**config.mk**
```make
export PLATFORM = sky130hd
export DESIGN_NAME = dram_cmd_gen
export DESIGN_NICKNAME = d
export VERILOG_FILES = /design/src/rtl/cmdgen_pkg.sv /design/src/rtl/cmdgen_datapath.sv /design/src/rtl/cmdgen_control.sv /design/src/rtl/dram_cmd_gen.sv
export SDC_FILE = /design/constraint.sdc
export NUM_CORES = 1
export LEC_CHECK = 0
export BUFFER_PORTS_ARGS = -buffer_cell sky130_fd_sc_hd__buf_4
export CORE_MARGIN = 1
export CORE_UTILIZATION = 55
export CTS_CLUSTER_DIAMETER = 120
export DETAILED_ROUTE_END_ITERATION = 8
export GPL_TIMING_DRIVEN = 1
export PLACE_DENSITY = 0.81
export SLEW_MARGIN = 20
export SYNTH_ARGS = -nofsm -noshare
export SYNTH_HDL_FRONTEND = slang
export SYNTH_SLANG_ARGS = --single-unit
```
**constraint.sdc**
```tcl
create_clock -name clk -period 4.2 [get_ports clk]
set_input_delay 0.21 -clock clk [delete_from_list [all_inputs] [get_ports clk]]
set_output_delay 0.21 -clock clk [all_outputs]
set_load 0.05 [all_outputs]
```
**src/rtl/cmdgen_pkg.sv**
```systemverilog
package cmdgen_pkg;

  typedef enum logic [1:0] {
    S_IDLE,
    S_SERVE,
    S_CLOSE,
    S_REFR
  } ctlState_t;

  // Issue strobes from control to datapath; at most one set per cycle.
  typedef struct packed {
    logic rfsh;
    logic pre;
    logic wr;
    logic rd;
    logic act;
  } cmdStrobe_t;

  // Legality and bank status for the queried bank.
  typedef struct packed {
    logic bankOpen;
    logic rowHit;
    logic canAct;
    logic canRd;
    logic canWr;
    logic canPre;
    logic canRef;
    logic anyOpen;
  } bankStatus_t;

  localparam int CMD_W = 5;

endpackage

```
**src/rtl/cmdgen_datapath.sv**
```systemverilog
module cmdgen_datapath
  import cmdgen_pkg::*;
#(
  parameter int NUM_BANKS = 8,
  parameter int ROW_W     = 13,
  parameter int COL_W     = 10,
  parameter int T_RCD     = 5,
  parameter int T_RAS     = 14,
  parameter int T_RP      = 5,
  parameter int T_FAW     = 16,
  parameter int T_CCD     = 4,
  parameter int T_WTR     = 4,
  parameter int T_WR      = 6,
  parameter int T_RFC     = 20,
  parameter int ACT_LIMIT = 4,
  localparam int BANK_W   = $clog2(NUM_BANKS),
  localparam int ADDR_W   = (ROW_W > COL_W) ? ROW_W : COL_W
) (
  input  logic              clk,
  input  logic              rstN,
  input  cmdStrobe_t        strobe,
  input  logic [BANK_W-1:0] issueBank,
  input  logic [ADDR_W-1:0] issueAddr,
  input  logic [BANK_W-1:0] queryBank,
  input  logic [ROW_W-1:0]  queryRow,
  output bankStatus_t       status,
  output logic [BANK_W-1:0] firstOpen,
  output logic [CMD_W-1:0]  cmdOut,
  output logic [BANK_W-1:0] cmdBank,
  output logic [ADDR_W-1:0] cmdAddr
);

  localparam int TW    = $clog2(T_FAW + T_RFC + T_RAS + T_RP + T_WR + 2);
  localparam int SEL_W = (ACT_LIMIT > 1) ? $clog2(ACT_LIMIT) : 1;

  logic [NUM_BANKS-1:0] bankOpen;
  logic [ROW_W-1:0]     openRow [NUM_BANKS];
  logic [TW-1:0]        rcdCnt  [NUM_BANKS];
  logic [TW-1:0]        rasCnt  [NUM_BANKS];
  logic [TW-1:0]        rpCnt   [NUM_BANKS];
  logic [TW-1:0]        wrCnt   [NUM_BANKS];
  logic [TW-1:0]        ccdCnt, wtrCnt, rfcCnt;
  logic [TW-1:0]        fawCnt  [ACT_LIMIT];
  logic [SEL_W-1:0]     fawSel;
  logic                 fawFree;
  logic                 rpAllDone;
  logic                 quiet;

  // Per-bank state and timers
  for (genvar b = 0; b < NUM_BANKS; b++) begin : g_bank
    logic hitBank;
    assign hitBank = (issueBank == BANK_W'(b));

    always_ff @(posedge clk) begin
      if (!rstN) begin
        bankOpen[b] <= 1'b0;
        openRow[b]  <= '0;
        rcdCnt[b]   <= '0;
        rasCnt[b]   <= '0;
        rpCnt[b]    <= '0;
        wrCnt[b]    <= '0;
      end else begin
        if (strobe.act && hitBank) begin
          bankOpen[b] <= 1'b1;
          openRow[b]  <= issueAddr[ROW_W-1:0];
          rcdCnt[b]   <= TW'(T_RCD - 1);
          rasCnt[b]   <= TW'(T_RAS - 1);
        end else begin
          if (rcdCnt[b] != '0) rcdCnt[b] <= rcdCnt[b] - TW'(1);
          if (rasCnt[b] != '0) rasCnt[b] <= rasCnt[b] - TW'(1);
        end
        if (strobe.pre && hitBank) begin
          bankOpen[b] <= 1'b0;
          rpCnt[b]    <= TW'(T_RP - 1);
        end else if (rpCnt[b] != '0) begin
          rpCnt[b] <= rpCnt[b] - TW'(1);
        end
        if (strobe.wr && hitBank) begin
          wrCnt[b] <= TW'(T_WR - 1);
        end else if (wrCnt[b] != '0) begin
          wrCnt[b] <= wrCnt[b] - TW'(1);
        end
      end
    end
  end

  // Shared column, turnaround and refresh timers
  always_ff @(posedge clk) begin
    if (!rstN) begin
      ccdCnt <= '0;
      wtrCnt <= '0;
      rfcCnt <= '0;
    end else begin
      if (strobe.rd || strobe.wr) ccdCnt <= TW'(T_CCD - 1);
      else if (ccdCnt != '0)      ccdCnt <= ccdCnt - TW'(1);
      if (strobe.wr)              wtrCnt <= TW'(T_WTR - 1);
      else if (wtrCnt != '0)      wtrCnt <= wtrCnt - TW'(1);
      if (strobe.rfsh)            rfcCnt <= TW'(T_RFC - 1);
      else if (rfcCnt != '0)      rfcCnt <= rfcCnt - TW'(1);
    end
  end

  // Rolling activate window: one slot per activate still inside the window
  always_comb begin
    fawFree = 1'b0;
    fawSel  = '0;
    for (int i = ACT_LIMIT - 1; i >= 0; i--) begin
      if (fawCnt[i] == '0) begin
        fawFree = 1'b1;
        fawSel  = SEL_W'(i);
      end
    end
  end

  always_ff @(posedge clk) begin
    if (!rstN) begin
      for (int i = 0; i < ACT_LIMIT; i++) fawCnt[i] <= '0;
    end else begin
      for (int i = 0; i < ACT_LIMIT; i++) begin
        if (strobe.act && fawSel == SEL_W'(i)) fawCnt[i] <= TW'(T_FAW - 1);
        else if (fawCnt[i] != '0)              fawCnt[i] <= fawCnt[i] - TW'(1);
      end
    end
  end

  // Bank summary
  always_comb begin
    firstOpen = '0;
    rpAllDone = 1'b1;
    for (int b = NUM_BANKS - 1; b >= 0; b--) begin
      if (bankOpen[b]) firstOpen = BANK_W'(b);
      if (rpCnt[b] != '0) rpAllDone = 1'b0;
    end
  end

  assign quiet = (rfcCnt == '0);

  always_comb begin
    status.bankOpen = bankOpen[queryBank];
    status.rowHit   = bankOpen[queryBank] && (openRow[queryBank] == queryRow);
    status.canAct   = quiet && !bankOpen[queryBank] && (rpCnt[queryBank] == '0) && fawFree;
    status.canWr    = quiet && bankOpen[queryBank] && (rcdCnt[queryBank] == '0) && (ccdCnt == '0);
    status.canRd    = status.canWr && (wtrCnt == '0);
    status.canPre   = quiet && bankOpen[queryBank] && (rasCnt[queryBank] == '0) && (wrCnt[queryBank] == '0);
    status.canRef   = quiet && (bankOpen == '0) && rpAllDone;
    status.anyOpen  = (bankOpen != '0);
  end

  // Registered command outputs
  always_ff @(posedge clk) begin
    if (!rstN) begin
      cmdOut  <= '0;
      cmdBank <= '0;
      cmdAddr <= '0;
    end else begin
      cmdOut  <= {strobe.rfsh, strobe.pre, strobe.wr, strobe.rd, strobe.act};
      cmdBank <= (strobe != '0) ? issueBank : '0;
      cmdAddr <= (strobe.act || strobe.rd || strobe.wr) ? issueAddr : '0;
    end
  end

  // never two commands in one cycle
  a_r1_onehot: assert property (@(posedge clk) disable iff (!rstN)
    $onehot0(cmdOut));

  // a column command always lands on an open bank
  a_r2_col_open: assert property (@(posedge clk) disable iff (!rstN)
    (cmdOut[1] || cmdOut[2]) |-> bankOpen[cmdBank]);

  // ACTIVATE leaves its bank open on the row it carried
  a_r3_act_row: assert property (@(posedge clk) disable iff (!rstN)
    cmdOut[0] |-> (bankOpen[cmdBank] && openRow[cmdBank] == cmdAddr[ROW_W-1:0]));

  // REFRESH only with every bank closed
  a_r9_ref_closed: assert property (@(posedge clk) disable iff (!rstN)
    cmdOut[4] |-> (bankOpen == '0));

  // column command never right behind the ACTIVATE of its bank
  if (T_RCD > 1) begin : g_rcdChk
    a_r4_rcd_gap: assert property (@(posedge clk) disable iff (!rstN)
      (cmdOut[1] || cmdOut[2]) |-> !($past(cmdOut[0]) && $past(cmdBank) == cmdBank));
  end

endmodule

```
**src/rtl/cmdgen_control.sv**
```systemverilog
module cmdgen_control
  import cmdgen_pkg::*;
#(
  parameter int NUM_BANKS = 8,
  parameter int ROW_W     = 13,
  parameter int COL_W     = 10,
  localparam int BANK_W   = $clog2(NUM_BANKS),
  localparam int ADDR_W   = (ROW_W > COL_W) ? ROW_W : COL_W
) (
  input  logic              clk,
  input  logic              rstN,
  input  logic              closePage,
  input  logic              reqValid,
  input  logic [BANK_W-1:0] reqBank,
  input  logic [ROW_W-1:0]  reqRow,
  input  logic [COL_W-1:0]  reqCol,
  input  logic              reqWrite,
  input  logic              refReq,
  output logic              reqReady,
  input  bankStatus_t       status,
  input  logic [BANK_W-1:0] firstOpen,
  output cmdStrobe_t        strobe,
  output logic [BANK_W-1:0] issueBank,
  output logic [ADDR_W-1:0] issueAddr,
  output logic [BANK_W-1:0] queryBank,
  output logic [ROW_W-1:0]  queryRow,
  output logic              doneOut
);

  ctlState_t         state, nextState;
  logic [BANK_W-1:0] curBank;
  logic [ROW_W-1:0]  curRow;
  logic [COL_W-1:0]  curCol;
  logic              curWrite, curClose;
  logic              doneNext, accept, colGo;

  assign reqReady = (state == S_IDLE) && !refReq;
  assign accept   = reqValid && reqReady;

  always_ff @(posedge clk) begin
    if (!rstN) begin
      state    <= S_IDLE;
      doneOut  <= 1'b0;
      curBank  <= '0;
      curRow   <= '0;
      curCol   <= '0;
      curWrite <= 1'b0;
      curClose <= 1'b0;
    end else begin
      state   <= nextState;
      doneOut <= doneNext;
      if (accept) begin
        curBank  <= reqBank;
        curRow   <= reqRow;
        curCol   <= reqCol;
        curWrite <= reqWrite;
        curClose <= closePage;
      end
    end
  end

  assign colGo = curWrite ? status.canWr : status.canRd;

  always_comb begin
    strobe    = '0;
    nextState = state;
    doneNext  = 1'b0;
    issueBank = curBank;
    issueAddr = '0;
    queryBank = (state == S_REFR) ? firstOpen : curBank;
    queryRow  = curRow;
    unique case (state)
      S_IDLE: begin
        if (refReq)        nextState = S_REFR;
        else if (reqValid) nextState = S_SERVE;
      end
      S_SERVE: begin
        if (status.rowHit) begin
          if (colGo) begin
            strobe.wr = curWrite;
            strobe.rd = !curWrite;
            issueAddr = ADDR_W'(curCol);
            nextState = curClose ? S_CLOSE : S_IDLE;
            doneNext  = !curClose;
          end
        end else if (status.bankOpen) begin
          strobe.pre = status.canPre;
        end else if (status.canAct) begin
          strobe.act = 1'b1;
          issueAddr  = ADDR_W'(curRow);
        end
      end
      S_CLOSE: begin
        if (status.canPre) begin
          strobe.pre = 1'b1;
          doneNext   = 1'b1;
          nextState  = S_IDLE;
        end
      end
      S_REFR: begin
        issueBank = firstOpen;
        if (status.anyOpen) begin
          strobe.pre = status.canPre;
        end else if (status.canRef) begin
          strobe.rfsh = 1'b1;
          nextState   = S_IDLE;
        end
      end
      default: nextState = S_IDLE;
    endcase
  end

  // once an access is taken the generator is busy on the next cycle
  a_r10_busy_after_take: assert property (@(posedge clk) disable iff (!rstN)
    accept |=> !reqReady);

  // the closing precharge is only issued for an access taken under close-page
  a_r8_close_policy: assert property (@(posedge clk) disable iff (!rstN)
    (state == S_CLOSE) |-> curClose);

endmodule

```
**src/rtl/dram_cmd_gen.sv**
```systemverilog
module dram_cmd_gen
  import cmdgen_pkg::*;
#(
  parameter int NUM_BANKS = 8,
  parameter int ROW_W     = 13,
  parameter int COL_W     = 10,
  parameter int T_RCD     = 5,
  parameter int T_RAS     = 14,
  parameter int T_RP      = 5,
  parameter int T_FAW     = 16,
  parameter int T_CCD     = 4,
  parameter int T_WTR     = 4,
  parameter int T_WR      = 6,
  parameter int T_RFC     = 20,
  localparam int BANK_W   = $clog2(NUM_BANKS),
  localparam int ADDR_W   = (ROW_W > COL_W) ? ROW_W : COL_W
) (
  input  logic              clk,
  input  logic              rstN,
  input  logic              closePage,
  input  logic              reqValid,
  output logic              reqReady,
  input  logic [BANK_W-1:0] reqBank,
  input  logic [ROW_W-1:0]  reqRow,
  input  logic [COL_W-1:0]  reqCol,
  input  logic              reqWrite,
  input  logic              refReq,
  output logic [4:0]        cmdOut,
  output logic [BANK_W-1:0] cmdBank,
  output logic [ADDR_W-1:0] cmdAddr,
  output logic              doneOut
);

  cmdStrobe_t        strobe;
  bankStatus_t       status;
  logic [BANK_W-1:0] issueBank, queryBank, firstOpen;
  logic [ADDR_W-1:0] issueAddr;
  logic [ROW_W-1:0]  queryRow;

  cmdgen_control #(
    .NUM_BANKS(NUM_BANKS), .ROW_W(ROW_W), .COL_W(COL_W)
  ) ctl_i (
    .clk(clk), .rstN(rstN), .closePage(closePage),
    .reqValid(reqValid), .reqBank(reqBank), .reqRow(reqRow), .reqCol(reqCol),
    .reqWrite(reqWrite), .refReq(refReq), .reqReady(reqReady),
    .status(status), .firstOpen(firstOpen), .strobe(strobe),
    .issueBank(issueBank), .issueAddr(issueAddr),
    .queryBank(queryBank), .queryRow(queryRow), .doneOut(doneOut)
  );

  cmdgen_datapath #(
    .NUM_BANKS(NUM_BANKS), .ROW_W(ROW_W), .COL_W(COL_W),
    .T_RCD(T_RCD), .T_RAS(T_RAS), .T_RP(T_RP), .T_FAW(T_FAW),
    .T_CCD(T_CCD), .T_WTR(T_WTR), .T_WR(T_WR), .T_RFC(T_RFC), .ACT_LIMIT(4)
  ) dp_i (
    .clk(clk), .rstN(rstN), .strobe(strobe),
    .issueBank(issueBank), .issueAddr(issueAddr),
    .queryBank(queryBank), .queryRow(queryRow),
    .status(status), .firstOpen(firstOpen),
    .cmdOut(cmdOut), .cmdBank(cmdBank), .cmdAddr(cmdAddr)
  );

  // done only ever rides on a column command or a precharge
  a_r8_done_with_cmd: assert property (@(posedge clk) disable iff (!rstN)
    doneOut |-> (cmdOut[1] || cmdOut[2] || cmdOut[3]));

endmodule

```
==> reports/results.ini, run 1 <==
[final_layout]
layout_commonest_cell = sky130_fd_sc_hd__nor2_1
fin_util = 0.655
nNetsFinal = 2278
area_growth_pct = 16.6
post-route-cell-area_sq_mm = 0.0242
fillerInstances = 2622
mostFrequentLayoutCells = sky130_fd_sc_hd__nor2_1, sky130_fd_sc_hd__edfxtp_1, sky130_fd_sc_hd__nand2_1
fraction_of_layout_instances_using_a_drive_strength_above_1 = 0.145
n_antenna_cell = 0

[global_routing]
largest_net_degree_at_the_start_of_global_routing = 72
grt_remaining_overflow = 0
groute.usage.overall = 0.286
global_route_wire_length_before_repair_um = 86500
initial_antenna_violation_count = 1
number_of_global_route_vias_before_repair = 16438

[logic_synthesis]
synth_enable_flop_cells = 320
synth_fp_nets = 2108
synth_mux_area_frac = 0.0246
synth_seq_cells = 398
postSynth.asyncResetShare = 0
synth_compound_gate_area_share = 0.0853
ys_seq_area_frac = 0.539
post_synth_and_or_nand_nor_area_fraction = 0.206
distinct_cells_synth = 76
synth_area_sq_mm = 0.0207
synthFlopType = sky130_fd_sc_hd__edfxtp_1
synth.avg_cell_area_sq_um = 10.4
syn-instance-count = 2000
synth_top_family_by_area = simple AND/OR/NAND/NOR gates
synthesis.yosys.warnings = 0
yosys.area_share.xor_xnor = 0.0634
yosys.area_share.adder = 0.0459

[placement]
hpwlAfterDp_um = 37100
buffer_ports.inserted = 54
dpl_cell_area_sq_mm = 0.0223
routabilityCongestion = 0.945
place_ws_ns = -0.0707

[critical_path]
reg2reg_from = ctl_i.state[0]
required_ns = 4.64
timing.critical_path.from_type = register
critical_path.endpoint_type = register
cp_max_fo = 15
critical_setup_path_class = reg -> reg
regToRegEndpoint = dp_i.cmdAddr[8]
crit_chain = ha_1 > nor3b_2 > buf_4 > or2_2 > nand2_1 > buf_4 > nand2_1 > a31oi_1 > o2111ai_1 > a2111oi_0 > and4_2 > buf_4 > and4_1 > buf_12 > buf_4 > a22oi_1 > nor2_1
cp_slowest_stage_delay_ns = 0.44
r2r.worst_path.cells = 17
crit_arrival_ns = 4.63
timing.reg2reg.setup_slack_ns = 0.007
timing.critical_path.max_delay_family = simple AND/OR/NAND/NOR gates
cp_common_cell = sky130_fd_sc_hd__buf_4
worst_path_max_delay_cell = sky130_fd_sc_hd__a2111oi_0
cp.buffers_inverters = 5

[timing]
worst_slack_ns = 0.00659
finalWorstPathRequiredPeriod_ns = 4.19
finalHoldViolCount = 0
timing.max_slew.rel_slack = 0.300
timing.fmax_mhz = 238
grt_setup_unrepaired = true
setup_viol = 0
worst_hold_slack_ns = 0.103
slew_violations = 0
final.setup.tns_ns = 0
post-route-period-util = 0.998
clock_skew_ns = 0.0180
max_slew.worst_pin.slew_ns = 1.05

[floorplanning]
core.rowCount = 70
design.portCount = 55
chipWidth_um = 196
die_area_sq_mm = 0.0384
fp.coreArea_sq_mm = 0.0369
die_h_um = 196
floorplan.initialDensity = 0.562

[clock_tree]
ctsLongestPathBuffers = 3
tritoncts_clock_tree = built
tritoncts.num_buffers = 41
htree_levels = 2
clk_pin_slew_worst_paths_ns = 0.06
clock_insertion_delay_worst_skew_ns = 0.56
clock_sinks = 398
root_buffer = sky130_fd_sc_hd__clkbuf_16

[hold_path]
worst_min_path_class = in -> reg
holdPathStages = 5
min-delay-start = refReq
hold_path_end = ctl_i.state[1]

[power_and_ir_drop]
cellPowerDensity_mw_per_mm2 = 687
irDropWorstVdd_mv = 0.390
leakage_power_of_the_design_uw = 0.00930

[routing]
via_count = 16585
drt_pass1_iterations = 6
drc = 0
antenna_left = 0
finalWirelength_um = 55300
vias_per_cell = 6.13
avgRoutedWirePerCell_um = 20.4
detailedRoute.firstIterationViolations = 1762

[run]
maxCapViolCount = 0

[status]
status = finished clean

[stage by stage]
| step | cells | total power (uW) |
|---|---|---|
| finish | 2707 | 16600 |
| global route | 2707 | 17500 |
| CTS | 2703 | 16400 |
| detailed placement | 2596 | 12700 |
| global placement | 2596 | 12300 |
| floorplan | 2000 | 11000 |
[logic make-up after synthesis]
kind of cell	Yosys count
buffers and inverters	173
adder cells (fa/ha/maj)	76
AO/OA/AOI/OAI	274
AND/OR/NAND/NOR	898
flip-flops	398
XOR/XNOR	150
multiplexers	31
[registers in the layout (all words and copies together), names as in the netlist, 8 cells and up]
register / cells
ctl_i.curCol: 10
ctl_i.queryRow: 13
dp_i.bankOpen: 8
dp_i.cmdAddr: 13
dp_i.fawCnt: 24
dp_i.openRow: 104
dp_i.rasCnt: 48
dp_i.rcdCnt: 48
dp_i.rpCnt: 48
dp_i.wrCnt: 48
[cell type report]
| class | count | area, sq um | share of cell area |
|---|---|---|---|
| flip-flops and latches | 398 | 11200 | 0.462 |
| multi-input cells | 1429 | 8990 | 0.372 |
| clock buffers | 55 | 1160 | 0.0481 |
| inverters | 103 | 392 | 0.0162 |
| repair buffers | 197 | 1630 | 0.0674 |
| clock inverters | 21 | 185 | 0.00767 |
| well taps | 504 | 631 | 0.0261 |
[worst max-delay path by stage]
stage / start / endpoint / slack [ns] / depth (start not counted)
after global placement: ctl_i.state[0] / dp_i.wrCnt[5][1] / 0.08 / 14
after global routing: ctl_i.state[0] / dp_i.rpCnt[5][1] / -0.17 / 15
after floorplan: ctl_i.state[0] / dp_i.rpCnt[1][0] / 0.31 / 16
after detailed placement: ctl_i.state[1] / dp_i.rpCnt[7][3] / -0.07 / 14
final: ctl_i.state[0] / dp_i.cmdAddr[8] / 0.007 / 17
after CTS: ctl_i.state[0] / dp_i.openRow[6][9] / 0.007 / 17
[power breakdown]
part           total, uW  leakage [uW]  internal [uW]  switching [uW]
clock               3680      0.000669           2080            1590
sequential          6610       0.00417           5720             887
combinational       6320       0.00446           2580            3740
[synth_stat cells, drive strengths merged (7+ instances only)]
cell type / n / area share
o22ai: 29 / 0.0088
nor4: 29 / 0.0088
nor2: 336 / 0.061
a311oi: 9 / 0.0038
or3: 12 / 0.0036
and3: 16 / 0.0048
o21ai: 40 / 0.0097
clkbuf: 39 / 0.0071
nor3: 84 / 0.021
nand3: 57 / 0.014
a31oi: 10 / 0.0033
nor4b: 15 / 0.0086
o211ai: 8 / 0.0029
a211oi: 7 / 0.0025
ha: 76 / 0.046
nor2b: 7 / 0.0021
edfxtp: 320 / 0.46
mux2i: 13 / 0.0063
xnor2: 83 / 0.035
and4: 22 / 0.0093
o21a: 8 / 0.0030
or2: 8 / 0.0024
nand4: 17 / 0.0051
dfxtp: 78 / 0.075
nand2: 229 / 0.042
inv: 103 / 0.019
xor2: 67 / 0.028
nand3b: 14 / 0.0051
buf: 31 / 0.0098
mux4: 15 / 0.017
nand2b: 19 / 0.0057
o311ai: 10 / 0.0058
a22oi: 10 / 0.0036
nor3b: 17 / 0.0062
a21oi: 112 / 0.028
[worst register-to-register path, cell delays in order (launching register included)]
cell                        delay [ns]
sky130_fd_sc_hd__dfxtp_1          0.32
sky130_fd_sc_hd__ha_1             0.24
sky130_fd_sc_hd__nor3b_2          0.18
sky130_fd_sc_hd__buf_4            0.14
sky130_fd_sc_hd__or2_2            0.36
sky130_fd_sc_hd__nand2_1          0.13
sky130_fd_sc_hd__buf_4            0.27
sky130_fd_sc_hd__nand2_1          0.13
sky130_fd_sc_hd__a31oi_1          0.21
sky130_fd_sc_hd__o2111ai_1        0.15
sky130_fd_sc_hd__a2111oi_0        0.44
sky130_fd_sc_hd__and4_2           0.38
sky130_fd_sc_hd__buf_4            0.17
sky130_fd_sc_hd__and4_1           0.24
sky130_fd_sc_hd__buf_12           0.18
sky130_fd_sc_hd__buf_4            0.15
sky130_fd_sc_hd__a22oi_1          0.07
sky130_fd_sc_hd__nor2_1           0.29
[timing repair]
item | 4_1_cts | 5_1_grt
gates cloned | 0 | 0
resized for setup | 4 | 35
hold buffers | 28 | 0
pin swaps | 1 | 3
endpoints found under the hold margin | 28 | 0
setup endpoints to repair | 91 | 407
setup buffers | 3 | 4
[metal layers]
| layer | share of wire | up-vias | global-route usage | wire length, um |
|---|---|---|---|---|
| met5 | 0.00024 | - | 0 | 13 |
| li1 | - | 7515 | - | - |
| met1 | 0.38 | 7965 | 0.364 | 21200 |
| met4 | 0.044 | 2 | 0.136 | 2460 |
| met3 | 0.098 | 207 | 0.0564 | 5400 |
| met2 | 0.47 | 896 | 0.469 | 26200 |
Note: power is estimated with default switching activity, not from simulation.
==> run 2, diff against run 1 <==
Settings changed: PLACE_DENSITY 0.81 to 0.79.
Clock period 4.2 ns to 4.48 ns, I/O delays scaled along.
==> reports/results.ini, run 2 (same netlist as run 1, synthesis figures left out) <==
[placement]
place_ws_ns = -0.119
dpl_cell_area_sq_mm = 0.0219
buffer_ports.inserted = 54
post-place-cells = 2549
routabilityCongestion = 0.918
hpwlAfterDp_um = 35800

[floorplanning]
core.rowCount = 70
fp.coreArea_sq_mm = 0.0369
design.portCount = 55
die_h_um = 196
floorplan.initialDensity = 0.562
chipWidth_um = 196
die_area_sq_mm = 0.0384

[run]
maxCapViolCount = 0

[timing]
max_slew.worst_pin.slew_ns = 0.980
worst_slack_ns = 0.217
finalHoldViolCount = 0
setup_viol = 0
slew_violations = 0
finalWorstPathRequiredPeriod_ns = 4.26
timing.max_slew.rel_slack = 0.345
timing.fmax_mhz = 235
clock_skew_ns = 0.0309
final.setup.tns_ns = 0
post-route-period-util = 0.952

[clock_tree]
ctsLongestPathBuffers = 3
root_buffer = sky130_fd_sc_hd__clkbuf_16
clock_insertion_delay_worst_skew_ns = 0.57
htree_levels = 2
tritoncts.num_buffers = 41
clk_pin_slew_worst_paths_ns = 0.07
clock_sinks = 398
tritoncts_clock_tree = built

[routing]
antenna_left = 0
via_count = 16158
drc = 0
drt_pass1_iterations = 6
vias_per_cell = 6.08
finalWirelength_um = 53100
detailedRoute.firstIterationViolations = 1509
avgRoutedWirePerCell_um = 20.0

[final_layout]
mostFrequentLayoutCells = sky130_fd_sc_hd__nor2_1, sky130_fd_sc_hd__edfxtp_1, sky130_fd_sc_hd__nand2_1
area_growth_pct = 14.1
top_register = dp_i.openRow
layout_commonest_cell = sky130_fd_sc_hd__nor2_1
fraction_of_layout_instances_using_a_drive_strength_above_1 = 0.110
fin_cells = 2659
largest_register_ffs = 104
register_area_sq_mm = 0.0112
nNetsFinal = 2230
area_of_the_multi_input_gates_sq_mm = 0.00884
post-route-cell-area_sq_mm = 0.0236
fillerInstances = 2758

[power_and_ir_drop]
irDropWorstVdd_mv = 0.508
power.total_uw = 15300
leakage_power_of_the_design_uw = 0.00903
cellPowerDensity_mw_per_mm2 = 648

[critical_path]
cp_max_fo = 19
timing.critical_path.from_type = register
crit_arrival_ns = 4.56
required_ns = 4.77
critical_setup_path_class = reg -> reg
critical_path.endpoint_type = register

[global_routing]
initial_antenna_violation_count = 1
global_route_wire_length_before_repair_um = 82800
grt_remaining_overflow = 0
largest_net_degree_at_the_start_of_global_routing = 85
groute.usage.overall = 0.274
number_of_global_route_vias_before_repair = 15906

[status]
status = finished clean

[hold_path]
worst_min_path_class = in -> reg

[run 2: through the flow]
stage | hold WS (ns) | utilization
global route | 0.189 | 0.641
floorplan | 0.360 | -
global placement | 0.458 | 0.595
finish | 0.147 | 0.641
detailed placement | 0.466 | 0.595
CTS | 0.132 | 0.640
[run 2: per-layer routing]
layer | GRT usage | part of all wire
met4 | 0.117 | 0.034
met2 | 0.453 | 0.48
met3 | 0.0648 | 0.098
met5 | 0 | 0
met1 | 0.345 | 0.39
[run 2: area by class of cell]
| class | count | area share |
|---|---|---|
| Sequential cell | 398 | 0.473 |
| Inverter | 103 | 0.0164 |
| Timing Repair Buffer | 149 | 0.0545 |
| Clock inverter | 17 | 0.00593 |
| Antenna cell | 1 | 0.000106 |
| Tap cell | 504 | 0.0267 |
| Clock buffer | 58 | 0.0493 |
| Multi-Input combinational cell | 1429 | 0.374 |
[run 2: where the power goes]
group | switching [uW] | internal, uW | leakage, uW
Sequential | 823 | 5360 | 0.00417
Combinational | 3400 | 2360 | 0.00422
Clock | 1470 | 1890 | 0.000643
[run 2: what timing repair did]
action                                  in CTS  in global routing
buffers inserted                             3                  3
hold buffers                                28                  0
gates resized for setup                      1                  3
pin swaps                                    1                  3
hold endpoints to repair                    28                  0
endpoints found under the setup margin      59                 39
[run 2: path summary, 6_finish.rpt]
path / start / end / slack (ns) / depth (start not counted)
worst max-delay path: ctl_i.state[1] / dp_i.openRow[0][3] / 0.22 / 16
worst min-delay path: refReq / ctl_i.state[1] / 0.15 / 5
worst max register to register: ctl_i.state[1] / dp_i.openRow[0][3] / 0.22 / 16
worst min register to register: ctl_i.curBank[2] / ctl_i.curBank[2] / 0.47 / 2
[run 2: critical path: stages (launching register included)]
cell                        delay [ns]
sky130_fd_sc_hd__dfxtp_1          0.40
sky130_fd_sc_hd__ha_1             0.21
sky130_fd_sc_hd__nor3b_1          0.31
sky130_fd_sc_hd__nor2_1           0.14
sky130_fd_sc_hd__nor2_4           0.13
sky130_fd_sc_hd__buf_12           0.16
sky130_fd_sc_hd__buf_12           0.13
sky130_fd_sc_hd__mux4_2           0.50
sky130_fd_sc_hd__mux2i_1          0.22
sky130_fd_sc_hd__xnor2_1          0.16
sky130_fd_sc_hd__a2111oi_0        0.07
sky130_fd_sc_hd__and4_2           0.31
sky130_fd_sc_hd__buf_4            0.16
sky130_fd_sc_hd__and4_1           0.24
sky130_fd_sc_hd__buf_12           0.18
sky130_fd_sc_hd__a21oi_1          0.56
sky130_fd_sc_hd__nor2_1           0.12
